$ cat src/rtl/spare_row_remap.sv
module spare_row_remap #(
  parameter int ROW_W   = 6,
  parameter int N_SPARE = 4
) (
  input  logic             clk,
  input  logic             rst_n,
  input  logic [ROW_W-1:0] row_in,
  output logic [ROW_W:0]   phys_row,
  output logic             remap_hit,
  input  logic             prog_en,
  input  logic [ROW_W-1:0] prog_sel,
  input  logic [ROW_W-1:0] prog_row,
  input  logic [ROW_W-1:0] prog_spare,
  output logic [ROW_W:0]   spares_used,
  output logic             exhausted,
  output logic             conflict
);
  localparam logic [ROW_W:0] LIMIT = (ROW_W+1)'(N_SPARE);

  logic [N_SPARE-1:0] vld_q;
  logic [ROW_W-1:0]   row_q [N_SPARE];
  logic [ROW_W-1:0]   spr_q [N_SPARE];
  logic [N_SPARE-1:0] wr, look_m, prog_m;
  logic               spare_ok;

  assign spare_ok = {1'b0, prog_spare} < LIMIT;

  for (genvar i = 0; i < N_SPARE; i++) begin : g_ent
    assign wr[i]     = prog_en && spare_ok && !vld_q[i] && prog_sel == ROW_W'(i);
    assign look_m[i] = vld_q[i] && row_q[i] == row_in;
    assign prog_m[i] = vld_q[i] && row_q[i] == prog_row;

    always_ff @(posedge clk or negedge rst_n) begin
      if (!rst_n) begin
        vld_q[i] <= 1'b0;
        row_q[i] <= '0;
        spr_q[i] <= '0;
      end else if (wr[i]) begin
        vld_q[i] <= 1'b1;
        row_q[i] <= prog_row;
        spr_q[i] <= prog_spare;
      end
    end

    a_r5_fuse_locked: assert property (@(posedge clk) disable iff (!rst_n)
      $past(vld_q[i]) |-> vld_q[i] && $stable(row_q[i]) && $stable(spr_q[i]));
  end

  always_comb begin
    remap_hit = 1'b0;
    phys_row  = {1'b0, row_in};
    for (int i = N_SPARE-1; i >= 0; i--) begin
      if (look_m[i]) begin
        remap_hit = 1'b1;
        phys_row  = {1'b1, spr_q[i]};
      end
    end
  end

  always_comb begin
    spares_used = '0;
    for (int i = 0; i < N_SPARE; i++)
      spares_used = spares_used + (ROW_W+1)'(vld_q[i]);
  end

  assign exhausted = spares_used == LIMIT;

  always_ff @(posedge clk or negedge rst_n) begin
    if (!rst_n) conflict <= 1'b0;
    else if (|wr && |prog_m) conflict <= 1'b1;
  end

  a_r2_pass_through: assert property (@(posedge clk) disable iff (!rst_n)
    !remap_hit |-> phys_row == {1'b0, row_in});
  a_r8_conflict_sticky: assert property (@(posedge clk) disable iff (!rst_n)
    !$fell(conflict));
  a_r9_exhausted_count: assert property (@(posedge clk) disable iff (!rst_n)
    exhausted |-> spares_used == LIMIT);
  a_r9_used_monotonic: assert property (@(posedge clk) disable iff (!rst_n)
    spares_used >= $past(spares_used));
endmodule

$ cat config.mk
export PLATFORM = sky130hd
export DESIGN_NAME = spare_row_remap
export DESIGN_NICKNAME = d
export VERILOG_FILES = /design/src/rtl/spare_row_remap.sv
export SDC_FILE = /design/constraint.sdc
export NUM_CORES = 1
export LEC_CHECK = 0
export ABC_AREA = 1
export CAP_MARGIN = 15
export CORE_UTILIZATION = 65
export CTS_BUF_LIST = sky130_fd_sc_hd__clkbuf_4
export DETAILED_ROUTE_END_ITERATION = 8
export DONT_BUFFER_PORTS = 1
export GPL_TIMING_DRIVEN = 0
export PLACE_DENSITY = 0.81
export SETUP_SLACK_MARGIN = 0.2
export SYNTH_ARGS = -nofsm -noshare
export SYNTH_HDL_FRONTEND = slang
export SYNTH_SLANG_ARGS = --single-unit
export TNS_END_PERCENT = 10
$ cat constraint.sdc
create_clock -name clk -period 2.6 [get_ports clk]
set_input_delay 0.52 -clock clk [delete_from_list [all_inputs] [get_ports clk]]
set_output_delay 0.52 -clock clk [all_outputs]
set_load 0.02 [all_outputs]
# Yosys cells after proc, flatten, opt, wreduce, memory -nomap -nowiden
# Index checks and enable logic that the tools add are counted.
[totals] ff_bits=53 word_cells=62 in_bits=27
[classes] eq_ne=12 n_reduce_logical=25 muxes=8 addsub=3 order_cmp=1
[ops] op="equality test 6 bit" n=8
[ops] op="2-to-1 mux 7 bit" n=4
[ops] op="logical AND 1 bit" n=18
[ops] op="equality test 6 x 2 -> 1 bit (second input constant)" n=2
[ops] op="OR reduction 4 bit" n=2
[ops] op="equality test 6 x 1 -> 1 bit (second input constant)" n=1
[ops] op="logical NOT 6 bit" n=1
[ops] op="less-than comparator 6 x 3 -> 1 bit (second input constant)" n=1
[ops] op="adder 3 x 1 -> 4 bit" n=1
[ops] op="equality test 4 x 3 -> 1 bit (second input constant)" n=1
[ops] op="logical NOT 1 bit" n=4
[ops] op="2-to-1 mux 1 bit" n=4
[ops] op="adder 2 x 1 -> 3 bit" n=1
[ops] op="adder 1 x 1 -> 2 bit" n=1

# Logic depth before layout (Yosys ltp)
# Gate-level depths: netlist (run 1).
[depth] depth_word=6 ltp_mapped=12 mapped_depth_nobuf=12

# Least setup slack after synthesis (run 1)
# No wires, ideal clock.
[synth_path] path_kind="register -> output" startpoint="register vld_q[0]" endpoint="output exhausted" path_stages_with_launch=7 required_ns=2.080 n_path_buf=0 arrival_ns=2.087 setup_slack_ns=-0.007 path_cell_list="dfrtp_1 inv_1 fa_1 inv_1 ha_1 ha_1 nor3b_1"
[synth_via] elab_chain_cells=4
[synth_rtl] item="from (decl)" line_no="20" rtl="logic [N_SPARE-1:0] vld_q;"
[synth_rtl] item="from (signal, indexed assignment)" line_no="35" rtl="vld_q[i] <= 1'b0;"
[synth_rtl] item="from (signal, indexed assignment)" line_no="39" rtl="vld_q[i] <= 1'b1;"
[synth_rtl] item="adder 1 x 1 -> 2 bit" line_no="63" rtl="spares_used = spares_used + (ROW_W+1)'(vld_q[i]);"
[synth_rtl] item="adder 2 x 1 -> 3 bit" line_no="63"
[synth_rtl] item="adder 3 x 1 -> 4 bit" line_no="63"
[synth_rtl] item="named net spares_used[1]" line_no="14" rtl="output logic [ROW_W:0] spares_used,"
[synth_rtl] item="equality test 4 x 3 -> 1 bit" line_no="66" rtl="assign exhausted = spares_used == LIMIT;"
[synth_rtl] item="to (decl)" line_no="15" rtl="output logic exhausted,"
# The timed path passes the listed nets, and every way through them passes these cells.

# Worst setup path after layout (run 1)
[layout_path] startpoint="register vld_q[1]" endpoint="output exhausted"
# Same word-level chain as after synthesis.

==> impl_metrics.csv, run 1 <==
group,metric,value,unit
outcome,status,"finished with violations",
outcome,violations,"negative setup slack",
die,die_w,72.09,um
route,drt_iter0_drc,327,
final_layout,num-nets-final,499,
sta,max_freq,381.6,MHz
clock_network,ctsRootBufferMaster,"clkbuf_4",
sta,rsz0062_at_grt,"true",
clock_network,htreeDepth,2,
route,wl,8.178,mm
clock_network,numCtsBuffers,5,
clock_network,cts_buffer_depth,2,
sta,drv_slew,0,
synth,synth.top_cell.area_share,41.54,%
route,dr_total_vias,3034,
place,dp_hpwl,5.843,mm
sta,setup_viol,1,
final_layout,layout.cells.non_filler,536,
sta,finalHoldViolations,0,
synth,yosysMostFrequentCell,"nand2_1",
die,initial_core_util,67.60,%
global_route,grt_pass1_vias,2728,
sta,tightest_slew,0.5397,ns
sta,period_share,100.8,%
clock_network,clock_latency,0.37,ns
synth,synth_top_cell_by_area,"dfrtp_1",
clock_network,clock_sinks,53,
final_layout,antenna_cells,0,
critical_path,worst_setup_path_start_kind,"flip-flop",
synth,synth.cell_area,3193,um^2
critical_path,cp-end-kind,"primary output",
critical_path,crit_fanout,2,
power,power.density,380.6,nW/um^2
final_layout,fin_area,3581,um^2
route,ant_nets,0,
critical_path,worstSetupPathType,"reg2out",
route,drt-wirelength-per-cell,15.26,um
route,vias_per_cell,5.660,
power,ir_drop,302.8,uV
clock_network,path_clk_slew,0.15,ns
global_route,grt-ovfl-total,0,
global_route,grt_usage,33.26,%
final_layout,syn2layout_area_growth,12.15,%
critical_path,critical_path_required,2.08,ns
clock_network,cts_tree,"yes",
final_layout,nFillCells,388,
die,io_pins,44,
hold_path,hold_path_class,"in2reg",
final_layout,drive_gt1_share,16.20,%
global_route,grt_pass1_wl,13.05,mm
synth,syn_inst,452,
synth,synthFlopType,"dfrtp_1",
global_route,antenna_found_initial,0,
sta,relSlewSlack,63.74,%
synth,yosysWarnings,0,
synth,syn-mean-instance-area,7.064,um^2
place,place_inst,522,
sta,fin_skew,0.009537,ns
run,drv_cap,0,
sta,period_needed,2.621,ns
place,gp_congestion,0.9435,
synth,yosysSeqAreaShare,41.54,%
die,rows,25,
route,drc,0,
power,p_leak,0.001765,uW
place,place_area,3299,um^2
die,die_area,5197,um^2
die,coreArea,4723,um^2
critical_path,arrival,2.10,ns
synth,async_reset_ff_share,100.0,%
synth,ys_seq_elements,53,
synth,synth_edf_count,0,
global_route,grt_max_degree,54,
synth,synthTopCellsByCount,"nand2_1, inv_1, dfrtp_1, nor2_1, o21ai_0",
route,dr.pass1.iters,4,
place,port_buffers,0,
die,die_y,72.09,um
sta,setup_ws,-0.02054,ns
synth,synth_cell_type_count,29,
synth,synthTopCellsByArea,"dfrtp_1, nand2_1, inv_1",
-- routing by layer --
| metal | vias up | share of wire, % | wire, um | global-route usage (%) |
|---|---|---|---|---|
| met5 | - | 0 | 0 | 0 |
| met4 | 0 | 1.4 | 112 | 11.33 |
| met3 | 15 | 8.2 | 674 | 6.250 |
| met2 | 133 | 48 | 3933 | 53.27 |
| met1 | 1436 | 42 | 3457 | 45.72 |
| li1 | 1450 | - | - | - |
-- cells by family (layout without fill, tap and decap cells) --
kind of cell | Yosys count | count (layout) | share of synthesized area (%)
AO/OA/AOI/OAI | 69 | 69 | 11.64
XOR/XNOR | 9 | 9 | 2.469
adder cells (fa/ha/maj) | 3 | 3 | 1.411
buffers and inverters | 81 | 95 | 10.15
flip-flops | 53 | 53 | 41.54
other | 1 | 4 | 0.1174
AND/OR/NAND/NOR | 236 | 236 | 32.68
-- metrics by stage --
step	util (%)	worst slack [ns]	setup TNS, ns	hold WS, ns	power [uW]
floorplan	-	0.2228	0	0.2244	946.8
global placement	69.85	0.1558	0	0.2254	968.1
detailed placement	69.85	0.1272	0	0.2255	969.7
CTS	74.04	-0.02857	-0.02857	0.3671	1361
global route	75.81	-0.07919	-0.1177	0.3861	1415
finish	75.81	-0.02054	-0.02054	0.3891	1363
-- power by group --
part	switching, uW	internal, uW
registers	0	824
logic	115	56.5
clock network	253	114
-- worst paths after layout --
path | startpoint | endpoint | slack, ns | depth (start not counted)
max | vld_q[1] | exhausted | -0.02 | 6
min | prog_spare[0] | spr_q[18] | 0.39 | 2
max reg2reg | vld_q[3] | row_q[3] | 0.78 | 7
min reg2reg | spr_q[16] | spr_q[16] | 0.50 | 2
max in group asynchronous | rst_n | row_q[20] | 1.71 | 2
min in group asynchronous | rst_n | vld_q[3] | 0.63 | 2
-- critical path: stages, from the launching register on --
cell and delay (ns):
dfrtp_1 0.37, inv_2 0.05, fa_1 0.55, inv_2 0.05, ha_4 0.16, ha_4 0.25, nor3b_4 0.30
-- sequential cells by signal, summed over array words and instances, names as in the netlist --
name / flops
vld_q: 4
conflict: 1
spr_q: 24
row_q: 24
-- cell usage in the layout (no fill, tap or decap), types with 9 or more instances in the layout --
cell,synthesis,final
dfrtp_1,53,52
buf_4,5,9
a21oi_1,13,12
o21ai_0,43,41
inv_1,63,57
nor2_1,52,48
nand3_1,26,23
nand2_2,9,11
nand2_1,126,123
inv_2,8,13
o22ai_1,9,9
-- layout make-up --
cell class / instances / area (um^2) / area share [%]
Multi-Input combinational cell: 321 / 1710 / 47.76
Sequential cell: 53 / 1328 / 37.07
Inverter: 71 / 269.0 / 7.512
Tap cell: 67 / 83.83 / 2.341
Timing Repair Buffer: 7 / 75.07 / 2.096
Buffer: 10 / 61.31 / 1.712
Clock buffer: 6 / 45.04 / 1.258
Clock inverter: 1 / 8.758 / 0.2446
-- repair_timing --
| item | in CTS | in global routing |
|---|---|---|
| setup endpoints to repair | 11 | 10 |
| resized for setup | 20 | 20 |
| hold endpoints to repair | 53 | 0 |
| pin swaps | 8 | 31 |
| hold buffers | 2 | 0 |
| buffers inserted | 4 | 1 |
Power figures use the tool's default switching activity.
==> run 2, diff against run 1 <==
- SKIP_LAST_GASP: not set -> 1
==> run 2 against run 1 <==
Against the previous run:
- maximum frequency up 0.36%
- clock power about the same
- critical path depth unchanged
- the run still ends with negative setup slack left
- count of clock-buffer cells in the layout stayed put
- utilization down 2.4 points
- register-to-register slack got worse by 0.03 ns
==> impl_metrics.csv, run 2 (synthesized netlist as in run 1, its figures left out) <==
group,metric,value,unit
outcome,status,"finished with violations",
outcome,violations,"negative setup slack",
clock_network,htreeDepth,2,
run,drv_cap,0,
sta,drv_slew,0,
critical_path,r2r_start,"vld_q[3]",
die,die_w,72.09,um
sta,setup_ws,-0.01111,ns
route,wl,7.989,mm
clock_network,cts_tree,"yes",
clock_network,numCtsBuffers,5,
critical_path,critical_path_required,2.08,ns
sta,tightest_slew,0.5291,ns
sta,fin_skew,0.01102,ns
die,rows,25,
die,coreArea,4723,um^2
sta,setup_viol,1,
critical_path,cp-end-kind,"primary output",
die,io_pins,44,
sta,rsz0062_at_grt,"true",
place,place_area,3299,um^2
route,drt_iter0_drc,285,
final_layout,antenna_cells,0,
critical_path,cp-startpoint,"vld_q[1]",
place,dp_hpwl,5.843,mm
final_layout,largestRegisters,"row_q x24, spr_q x24, vld_q x4",
die,die_area,5197,um^2
hold_path,hold_path_class,"in2reg",
critical_path,crit_fanout,2,
die,initial_core_util,67.60,%
place,preCtsSetupSlack,0.1272,ns
final_layout,syn2layout_area_growth,8.542,%
clock_network,ctsRootBufferMaster,"clkbuf_4",
route,drc,0,
power,power.density,388.5,nW/um^2
final_layout,num-nets-final,499,
sta,finalHoldViolations,0,
critical_path,arrival,2.09,ns
critical_path,crit_end,"exhausted",
route,vias_per_cell,5.608,
place,port_buffers,0,
clock_network,path_clk_slew,0.15,ns
global_route,grt_usage,33.26,%
global_route,grt_pass1_vias,2724,
sta,period_share,100.4,%
clock_network,clock_sinks,53,
critical_path,worst_setup_path_start_kind,"flip-flop",
route,dr_total_vias,3006,
place,gp_congestion,0.9435,
die,die_y,72.09,um
sta,period_needed,2.611,ns
global_route,antenna_found_initial,0,
final_layout,nFillCells,413,
sta,max_freq,383.0,MHz
global_route,grt-ovfl-total,0,
critical_path,rr_endpoint,"spr_q[0]",
route,dr.pass1.iters,5,
final_layout,drive_gt1_share,13.22,%
critical_path,r2r.worst_path.cells,7,
power,finalPower,1346,uW
sta,holdWs,0.3763,ns
power,ir_drop,303.4,uV
clock_network,cts_buffer_depth,2,
clock_network,clock_latency,0.37,ns
power,p_leak,0.001746,uW
final_layout,fin_area,3466,um^2
final_layout,final_cell_mix,"nand2_1, inv_1, dfrtp_1",
critical_path,rrSetupSlack,0.75,ns
route,ant_nets,0,
sta,relSlewSlack,64.46,%
critical_path,worstSetupPathType,"reg2out",
route,drt-wirelength-per-cell,14.90,um
global_route,grt_max_degree,54,
final_layout,layout_commonest_cell,"nand2_1",
global_route,grt_pass1_wl,13.05,mm
[run 2: what timing repair did]
item                                    4_1_cts  5_1_grt
pin swaps                                     3        3
gates resized for setup                       6        5
buffers inserted                              4        1
endpoints found under the setup margin       11       10
hold endpoints to repair                     53        0
hold buffers                                  2        0
[run 2: worst max-delay path: stages (launching register included)]
cell and delay [ns]:
dfrtp_1 0.37, inv_2 0.05, fa_1 0.54, inv_2 0.05, ha_4 0.16, ha_4 0.25, nor3b_4 0.30
[run 2: worst min path at each step]
stage | start | end | slack [ns] | cells past startpoint
2_1_floorplan | rst_n | conflict | 0.22 | 0
3_3_place_gp | rst_n | row_q[0] | 0.23 | 0
3_5_place_dp | rst_n | row_q[0] | 0.23 | 0
4_1_cts | prog_spare[0] | spr_q[18] | 0.37 | 2
5_1_grt | prog_spare[0] | spr_q[18] | 0.38 | 2
6_report | prog_spare[1] | spr_q[1] | 0.38 | 2
[run 2: cell type report]
cell class                      count  area [um^2]  area share [%]
Multi-Input combinational cell    321         1603           46.25
Sequential cell                    53         1326           38.27
Inverter                           71        266.5           7.690
Tap cell                           67        83.83           2.419
Timing Repair Buffer                7        75.07           2.166
Buffer                             10        57.56           1.661
Clock buffer                        6        45.04           1.300
Clock inverter                      1        8.758          0.2527
[run 2: where the power goes]
| group | switching (uW) | total, uW | internal [uW] |
|---|---|---|---|
| clock network | 253 | 367 | 114 |
| logic | 106 | 155 | 48.9 |
| registers | 0 | 824 | 824 |
| total | 359 | 1350 | 987 |
[run 2: stage by stage]
stage | setup TNS, ns | instances | util [%]
6_report | -0.01111 | 536 | 73.38
3_5_place_dp | 0 | 522 | 69.85
2_1_floorplan | 0 | 455 | -
5_1_grt | -0.4481 | 536 | 73.38
4_1_cts | -0.02857 | 535 | 72.74
3_3_place_gp | 0 | 522 | 69.85
[run 2: per-layer routing]
| layer | GRT usage, % | vias to the layer above | routed length (um) |
|---|---|---|---|
| li1 | - | 1443 | - |
| met1 | 45.91 | 1405 | 3330 |
| met2 | 53.17 | 145 | 3832 |
| met3 | 6.250 | 13 | 706 |
| met4 | 11.11 | 0 | 119 |
| met5 | 0 | - | 0 |
==> run 3, diff against run 2 <==
- PLACE_DENSITY: 0.81 -> 0.87
==> run 3 against run 2 <==
Against the previous run:
- the flow still finishes with violations (negative setup slack)
- utilization is 0.19 points lower
- via count rose by 1.6%
- global-route usage decreased by 0.050 points
- final area is 0.25% lower
- cell count is 0.37% higher
- clock skew rose by 0.0020 ns
- count of clock-buffer cells in the layout decreased by 1
- non-clock buffer count up 1
- critical path type unchanged
- largest cell class unchanged
==> impl_metrics.csv, run 3 (synthesized netlist as in run 1, its figures left out) <==
group,metric,value,unit
outcome,status,"finished with violations",
outcome,violations,"negative setup slack",
route,ant_nets,0,
sta,period_needed,2.618,ns
critical_path,cp-end-kind,"primary output",
route,drt_iter0_drc,340,
global_route,grt-busiest-layer,"met2",
clock_network,clock_sinks,53,
final_layout,largestRegisters,"row_q x24, spr_q x24, vld_q x4",
place,port_buffers,0,
clock_network,cts_buffer_depth,2,
global_route,grt_pass1_vias,2747,
sta,max_freq,382.0,MHz
global_route,grtUsageMet3,6.806,%
place,preCtsSetupSlack,0.1333,ns
place,place_inst,522,
final_layout,multi_input_area,1585,um^2
route,dr.pass1.iters,5,
clock_network,clock_latency,0.38,ns
final_layout,seq_area,1326,um^2
die,die_y,72.09,um
critical_path,arrival,2.10,ns
final_layout,drive_gt1_share,12.74,%
die,die_w,72.09,um
global_route,grt_use_met1,45.46,%
global_route,grt_max_degree,54,
final_layout,nFillCells,360,
sta,drv_slew,0,
power,p_leak,0.001743,uW
clock_network,htreeDepth,2,
sta,relSlewSlack,60.21,%
final_layout,layout.cells.non_filler,538,
sta,tightest_slew,0.5923,ns
global_route,grt_pass1_wl,13.09,mm
global_route,grt_usage,33.21,%
final_layout,syn2layout_area_growth,8.268,%
critical_path,worst_setup_path_start_kind,"flip-flop",
route,dr_total_vias,3054,
sta,setup_viol,1,
sta,rsz0062_at_grt,"true",
route,drt-wirelength-per-cell,15.02,um
clock_network,ctsRootBufferMaster,"clkbuf_4",
route,wl,8.082,mm
final_layout,antenna_cells,0,
die,rows,25,
final_layout,num-nets-final,500,
sta,holdWs,0.3704,ns
final_layout,layout_commonest_cell,"nand2_1",
critical_path,critical_path_required,2.08,ns
critical_path,worstSetupPathType,"reg2out",
place,place_area,3299,um^2
clock_network,cts_tree,"yes",
critical_path,crit_fanout,2,
hold_path,hold_path_class,"in2reg",
global_route,antenna_found_initial,0,
route,vias_per_cell,5.677,
route,drc,0,
final_layout,fin_area,3457,um^2
sta,fin_skew,0.01304,ns
die,io_pins,44,
place,gp_congestion,0.9051,
clock_network,path_clk_slew,0.15,ns
sta,setup_tns,-0.01796,ns
place,dp_hpwl,5.761,mm
power,ir_drop,248.3,uV
run,drv_cap,0,
die,die_area,5197,um^2
sta,setup_ws,-0.01796,ns
power,power.density,389.3,nW/um^2
die,coreArea,4723,um^2
sta,period_share,100.7,%
global_route,use_met2,51.92,%
sta,finalHoldViolations,0,
global_route,grt-ovfl-total,0,
final_layout,final_cell_mix,"nand2_1, inv_1, dfrtp_1",
die,initial_core_util,67.60,%
clock_network,numCtsBuffers,5,
## run 3: cell types whose count changed in the layout (fill, tap and decap cells not counted), sizes merged
cell / delta
buf: +1
clkinv: +2
clkbuf: -1
## run 3: worst max-delay path, cell delays in order, from the launching register on
cell,delay [ns]
dfrtp_1,0.41
inv_2,0.06
fa_1,0.48
inv_1,0.05
ha_2,0.17
ha_4,0.25
nor3b_4,0.30
## run 3: through the flow
step,total power (uW),utilization [%]
floorplan,946.8,-
global placement,967.7,69.85
detailed placement,969.5,69.85
CTS,1351,72.77
global route,1392,73.19
finish,1346,73.19
## run 3: layer usage
layer / share of wire (%) / vias up
met1: 41 / 1403
met5: 0 / -
met3: 10 / 22
met4: 2.4 / 0
li1: - / 1445
met2: 46 / 184
## run 3: power breakdown
group          switching, uW  total [uW]  internal, uW  leakage, uW
sequential                 0         825           825     0.000631
clock                    263         366           103    0.0000326
combinational            106         155          48.8      0.00108
total                    369        1350           977      0.00174
## run 3: area by class of cell
| class | instances | share of cell area, % |
|---|---|---|
| sequential | 53 | 38.36 |
| inverter | 71 | 7.709 |
| tap | 67 | 2.425 |
| buffer | 10 | 1.665 |
| clock buffer | 5 | 1.086 |
| clock inverter | 3 | 0.5067 |
| timing repair buffer | 8 | 2.389 |
| multi-input combinational | 321 | 45.86 |
## run 3: path summary, 6_finish.rpt
path / from / cells after the start / endpoint / slack (ns)
hold reg to reg: spr_q[6] / 2 / spr_q[6] / 0.50
setup / recovery: vld_q[0] / 6 / exhausted / -0.02
max in group asynchronous: rst_n / 2 / row_q[20] / 1.71
min in group asynchronous: rst_n / 2 / row_q[2] / 0.64
setup reg to reg: vld_q[3] / 7 / row_q[2] / 0.82
hold / removal: prog_spare[0] / 2 / spr_q[12] / 0.37
## run 3: what timing repair did
action / in CTS / in global routing
endpoints found under the hold margin: 53 / 0
hold buffers: 2 / 0
setup endpoints to repair: 11 / 11
gates resized for setup: 6 / 1
buffers inserted: 4 / 2
pin swaps: 3 / 3
